`src/rtl/sic_pkg.sv`:
```
package sic_pkg;

    localparam int SRC_W = 32;
    localparam int IDX_W = 4;

    typedef logic [SRC_W-1:0] word_t;

    typedef enum logic [IDX_W-1:0] {
        RI_STATUS   = 4'd0,
        RI_RAW      = 4'd1,
        RI_EN_SET   = 4'd2,
        RI_EN_CLR   = 4'd3,
        RI_SOFT_SET = 4'd4,
        RI_SOFT_CLR = 4'd5,
        RI_PT_SET   = 4'd8,
        RI_PT_CLR   = 4'd9
    } reg_idx_e;

    typedef struct packed {
        logic status;
        logic raw;
        logic en_set;
        logic en_clr;
        logic soft_set;
        logic soft_clr;
        logic pt_set;
        logic pt_clr;
    } reg_sel_t;

    // Bits lo..hi set, all others clear
    function automatic word_t span_mask(int lo, int hi);
        word_t m;
        for (int b = 0; b < SRC_W; b++) begin
            m[b] = (b >= lo) && (b <= hi);
        end
        return m;
    endfunction

    // One-hot register select from the low index bits
    function automatic reg_sel_t sel_of(logic [IDX_W-1:0] idx, logic in_range);
        reg_sel_t s;
        s = '0;
        if (in_range) begin
            case (idx)
                RI_STATUS:   s.status   = 1'b1;
                RI_RAW:      s.raw      = 1'b1;
                RI_EN_SET:   s.en_set   = 1'b1;
                RI_EN_CLR:   s.en_clr   = 1'b1;
                RI_SOFT_SET: s.soft_set = 1'b1;
                RI_SOFT_CLR: s.soft_clr = 1'b1;
                RI_PT_SET:   s.pt_set   = 1'b1;
                RI_PT_CLR:   s.pt_clr   = 1'b1;
                default:     s = '0;
            endcase
        end
        return s;
    endfunction

endpackage

```
`src/rtl/sic_decode.sv`:
```
module sic_decode
    import sic_pkg::*;
#(
    parameter int ADDR_W = 12
) (
    input  logic [ADDR_W-1:0] addr,
    output reg_sel_t          sel
);

    localparam int HI_LSB = 2 + IDX_W;

    logic in_range;
    logic unused_byte_lanes;

    assign unused_byte_lanes = ^addr[1:0];

    generate
        if (ADDR_W > HI_LSB) begin : g_upper
            assign in_range = ~|addr[ADDR_W-1:HI_LSB];
        end else begin : g_no_upper
            assign in_range = 1'b1;
        end
    endgenerate

    always_comb begin
        sel = sel_of(addr[HI_LSB-1:2], in_range);
    end

endmodule

```
`src/rtl/sic_regs.sv`:
```
module sic_regs
    import sic_pkg::*;
#(
    parameter int PT_LO = 21,
    parameter int PT_HI = 30
) (
    input  logic     clk,
    input  logic     rst,
    input  logic     wr_en,
    input  logic     rd_en,
    input  reg_sel_t sel,
    input  word_t    wdata,
    input  word_t    raw,
    output word_t    mask,
    output word_t    pt_en,
    output word_t    rdata
);

    localparam word_t PT_FIELD = span_mask(PT_LO, PT_HI);

    word_t mask_nxt;
    word_t pt_nxt;
    word_t rd_mux;

    always_comb begin
        mask_nxt = mask;
        pt_nxt   = pt_en;
        if (wr_en) begin
            if (sel.en_set)                mask_nxt = mask | wdata;
            if (sel.en_clr)                mask_nxt = mask & ~wdata;
            if (sel.soft_set && |wdata)    mask_nxt = mask | word_t'(1);
            if (sel.soft_clr && |wdata)    mask_nxt = mask & ~word_t'(1);
            if (sel.pt_set)                pt_nxt   = pt_en | (wdata & PT_FIELD);
            if (sel.pt_clr)                pt_nxt   = pt_en & ~wdata;
        end
    end

    always_comb begin
        rd_mux = '0;
        if (sel.status)   rd_mux = raw & mask;
        if (sel.raw)      rd_mux = raw;
        if (sel.en_set)   rd_mux = mask;
        if (sel.soft_set) rd_mux = word_t'(raw[0]);
        if (sel.pt_set)   rd_mux = pt_en;
    end

    always_ff @(posedge clk) begin
        if (rst) begin
            mask  <= '0;
            pt_en <= '0;
            rdata <= '0;
        end else begin
            mask  <= mask_nxt;
            pt_en <= pt_nxt;
            if (rd_en) rdata <= rd_mux;
        end
    end

endmodule

```
`src/rtl/sic_route.sv`:
```
module sic_route
    import sic_pkg::*;
#(
    parameter int PT_LO = 21,
    parameter int PT_HI = 30,
    localparam int PT_N = PT_HI - PT_LO + 1
) (
    input  logic            clk,
    input  logic            rst,
    input  word_t           src,
    input  word_t           mask,
    input  logic [PT_N-1:0] pt_en,
    output word_t           raw_q,
    output logic            sum_q,
    output logic [PT_N-1:0] pt_q
);

    always_ff @(posedge clk) begin
        if (rst) begin
            raw_q <= '0;
            sum_q <= 1'b0;
        end else begin
            raw_q <= src;
            sum_q <= |(src & mask);
        end
    end

    generate
        for (genvar i = 0; i < PT_N; i++) begin : g_lane
            always_ff @(posedge clk) begin
                if (rst) pt_q[i] <= 1'b0;
                else     pt_q[i] <= src[PT_LO+i] & pt_en[i];
            end
        end
    endgenerate

endmodule

```
`src/rtl/sic_top.sv`:
```
module sic_top
    import sic_pkg::*;
#(
    parameter int ADDR_W = 12,
    parameter int PT_LO  = 21,
    parameter int PT_HI  = 30,
    localparam int PT_N  = PT_HI - PT_LO + 1
) (
    input  logic              clk,
    input  logic              rst,
    input  logic              bus_wr,
    input  logic              bus_rd,
    input  logic [ADDR_W-1:0] bus_addr,
    input  logic [31:0]       bus_wdata,
    output logic [31:0]       bus_rdata,
    input  logic [31:0]       src_i,
    output logic              irq_sum_o,
    output logic [PT_N-1:0]   irq_pt_o
);

    reg_sel_t sel;
    word_t    en_mask;
    word_t    pt_en;
    word_t    raw_lvl;

    sic_decode #(.ADDR_W(ADDR_W)) u_decode (
        .addr (bus_addr),
        .sel  (sel)
    );

    sic_regs #(.PT_LO(PT_LO), .PT_HI(PT_HI)) u_regs (
        .clk   (clk),
        .rst   (rst),
        .wr_en (bus_wr),
        .rd_en (bus_rd),
        .sel   (sel),
        .wdata (bus_wdata),
        .raw   (raw_lvl),
        .mask  (en_mask),
        .pt_en (pt_en),
        .rdata (bus_rdata)
    );

    sic_route #(.PT_LO(PT_LO), .PT_HI(PT_HI)) u_route (
        .clk   (clk),
        .rst   (rst),
        .src   (src_i),
        .mask  (en_mask),
        .pt_en (pt_en[PT_HI:PT_LO]),
        .raw_q (raw_lvl),
        .sum_q (irq_sum_o),
        .pt_q  (irq_pt_o)
    );

endmodule

```
`config.mk`:
```
export PLATFORM = sky130hd
export DESIGN_NAME = sic_top
export DESIGN_NICKNAME = d
export VERILOG_FILES = /design/src/rtl/sic_pkg.sv /design/src/rtl/sic_decode.sv /design/src/rtl/sic_regs.sv /design/src/rtl/sic_route.sv /design/src/rtl/sic_top.sv
export SDC_FILE = /design/constraint.sdc
export NUM_CORES = 1
export LEC_CHECK = 0
export CORE_ASPECT_RATIO = 1.75
export CORE_MARGIN = 2
export CORE_UTILIZATION = 45
export CTS_CLUSTER_DIAMETER = 200
export DETAILED_ROUTE_END_ITERATION = 8
export PLACE_DENSITY = 0.75
export SYNTH_ARGS = -nofsm -noshare
export SYNTH_HDL_FRONTEND = slang
export SYNTH_SLANG_ARGS = --single-unit
```
`constraint.sdc`:
```
create_clock -name clk -period 2.2 [get_ports clk]
set_clock_uncertainty 0.1 [all_clocks]
set_input_delay 0.55 -clock clk [delete_from_list [all_inputs] [get_ports clk]]
set_output_delay 0.55 -clock clk [all_outputs]
set_load 0.01 [all_outputs]
```
==> impl_metrics.yaml, run 1 <==
pwr:
  p_per_area_nw_per_um2: 702.4
  finalPower_mw: 5.945
  power_leakage_nw: 3.031
  vdd_ir_drop_max_mv: 0.6863
placed_design:
  gp_congestion: 0.9323
  dp_hpwl_um: 12590
  portBuffers: 120
  placed_cell_area_um2: 7565
  dp_slack_ns: -0.6160
yosys:
  syn-num-nets: 708
  ys_types: 39
  synth_edf_count: 0
  syn_inst: 628
  yosysWarnings: 0
  avgSynthCellArea_um2: 9.191
  syn_area_um2: 5772
  yosysSeqAreaShare: 0.4821
  async_reset_ff_frac: 0
  synth_flop_cell: "dfxtp_1"
  ys_ff_latch: 139
global_route:
  grt_max_degree: 66
  overflow: 0
  grt_pass1_wl_um: 30850
  grtUsageTotal: 0.2898
  antenna_found_initial: 0
  grt_pass1_vias: 5962
cells_and_area:
  drive_gt1_frac: 0.1848
  final_cell_area_um2: 8464
  fin_nets: 870
  antenna_cells: 0
  multiInputGateArea_um2: 2885
  areaGrowthSynthToFinish_pct: 46.65
  fillerInstances: 941
  seq_area_um2: 2783
cts:
  cts_tree: "yes"
  cts_buffers: 17
  htree_levels: 4
  clkLatencyLatePin_ns: 0.42
  root_buffer: "clkbuf_16"
  cts_sinks: 139
  cts_buffer_depth: 2
  clk_pin_slew_ns: 0.06
sta:
  timing.fmax_mhz: 468.6
  rsz0062_at_grt: "true"
  layout_setup_ws_ns: 0.06586
  min_period_ns: 2.134
  drv_slew: 0
  tightest_slew_ns: 0.5004
  max_slew_margin: 0.6633
  finalSetupViolCount: 0
  fin_crit_sh: 0.9701
  hold_viol: 0
floorplanning:
  dieWidth_um: 89.61
  initial_utilization: 0.4618
  num_rows: 54
  pin_count: 123
  fp.dieH_um: 153.8
  core_area_um2: 12500
  dieArea_um2: 13780
route:
  drt-total-wl_um: 19700
  firstDrtPassIters: 7
  via_per_inst: 6.083
  wl_per_cell_um: 20.33
  first_iter_violations: 571
  vias: 5894
  drc: 0
  final_antenna_net_count: 0
status:
  status: "complete, no violations"
setup_path:
  path_class: "in2reg"
  crit_required_ns: 2.42
  cp.arrival_ns: 2.35
  cp_max_fo: 8
  startpoint_type: "input port"
  end_kind: "flip-flop"
job:
  drv_cap: 0
hold_path:
  hp-class: "reg2reg"
==> Yosys cell counts, types with 2 or more instances <==
master	n	area [um2]
dfxtp_1	139	2783
a21oi_1	82	410.4
a311oi_1	55	481.7
nand2_1	55	206.5
clkbuf_1	39	146.4
nand2b_1	38	237.7
a22oi_1	33	247.7
nor2b_1	32	200.2
nor2_1	19	71.32
a21boi_0	17	127.6
o21bai_1	17	127.6
o22ai_1	17	106.4
o221ai_1	14	122.6
nor4_1	13	81.33
and2_1	10	62.56
buf_2	9	45.04
nand4_1	6	37.54
buf_1	4	15.01
buf_6	4	45.04
inv_1	3	11.26
a211oi_1	2	15.01
nor3_1	2	10.01
or3_1	2	12.51
==> layer usage <==
metal / routed length [um] / share of wire / GRT usage
met3: 1342 / 0.068 / 0.04777
met2: 10170 / 0.52 / 0.4800
met4: 1021 / 0.052 / 0.1748
met5: 0 / 0 / 0
met1: 7163 / 0.36 / 0.3383
==> placed cells by master, fill, tap and decap left out, drive strengths merged <==
master	count
dfxtp	139
clkdlybuf4s50	108
buf	84
a21oi	82
nand2	55
a311oi	55
nand2b	38
a22oi	33
nor2b	32
clkbuf	23
nor2	19
o21bai	17
a21boi	17
o22ai	17
o221ai	14
nor4	14
and2	10
nand4	6
dlygate4sd2	5
clkinv	4
inv	3
clkdlybuf4s15	3
a211oi	3
nor3	3
or4	2
or3	2
clkinvlp	2
xnor2	1
or4b	1
and3	1
o21a	1
mux2i	1
o2111ai	1
o31ai	1
nand3b	1
o311ai	1
and3b	1
bufinv	1
==> worst max-delay path, cell delays in order <==
cell and delay [ns]:
clkdlybuf4s15_1 0.17, or4_4 0.61, buf_4 0.18, a211oi_4 0.22, buf_6 0.18, o221ai_1 0.13
a311oi_2 0.32
==> final timing paths <==
| kind | cells after the start | startpoint | endpoint | slack [ns] |
|---|---|---|---|---|
| setup / recovery | 7 | bus_addr[8] | u_regs.rdata[26]$_SDFFE_PP0P_ | 0.07 |
| setup reg to reg | 4 | flip-flop | u_route.sum_q$_SDFF_PP0_ | 0.62 |
| hold reg to reg | 2 | u_regs.pt_en[8]$_SDFFE_PP0P_ | u_regs.pt_en[8]$_SDFFE_PP0P_ | 0.33 |
| hold / removal | 2 | u_regs.pt_en[8]$_SDFFE_PP0P_ | u_regs.pt_en[8]$_SDFFE_PP0P_ | 0.33 |
==> where the power goes <==
| part | switching (mW) | internal [mW] |
|---|---|---|
| combinational | 0.302 | 0.311 |
| clock | 1.04 | 1.68 |
| sequential | 0.0277 | 2.58 |
| total | 1.37 | 4.57 |
==> cell families after synthesis <==
| family | count (synthesis) | share of synthesized area |
|---|---|---|
| AOI/OAI and AO/OA | 242 | 0.2931 |
| xor gates and xnor gates | 1 | 0.001518 |
| buffers and inverters | 60 | 0.04682 |
| DFF | 139 | 0.4821 |
| muxes | 1 | 0.001734 |
| and+or+nand+nor | 185 | 0.1747 |
==> stage by stage <==
stage / hold WS, ns / setup TNS, ns / utilization / instances
2_1_floorplan: 0.3077 / -0.9003 / - / 628
3_3_place_gp: 0.3177 / -45.95 / 0.6052 / 927
3_5_place_dp: 0.3205 / -49.17 / 0.6052 / 927
4_1_cts: 0.3306 / 0 / 0.6702 / 968
5_1_grt: 0.3490 / -0.01477 / 0.6772 / 969
6_report: 0.3297 / 0 / 0.6772 / 969
==> final cells by class <==
class / instances / share of cell area
Inverter: 3 / 0.001330
Tap cell: 168 / 0.02483
Multi-Input combinational cell: 429 / 0.3409
Clock buffer: 23 / 0.05883
Sequential cell: 139 / 0.3288
Timing Repair Buffer: 200 / 0.2377
Clock inverter: 7 / 0.007687
==> what timing repair did <==
item | 4_1_cts | 5_1_grt
hold buffers | 0 | 0
pin swaps | 17 | 9
gates cloned | 5 | 0
buffers inserted | 7 | 1
setup endpoints to repair | 96 | 37
gates resized for setup | 28 | 16
Note: power is estimated with default switching activity, not from simulation.
==> run 2, diff against run 1 <==
--- a/config.mk
+++ b/config.mk
@@ -5,6 +5,7 @@
 export SDC_FILE = /design/constraint.sdc
 export NUM_CORES = 1
 export LEC_CHECK = 0
+export CAP_MARGIN = 30
 export CORE_ASPECT_RATIO = 1.75
 export CORE_MARGIN = 2
 export CORE_UTILIZATION = 45
==> results of run 2 <==
The final DEF is identical to that of run 1; final timing and power are the same.
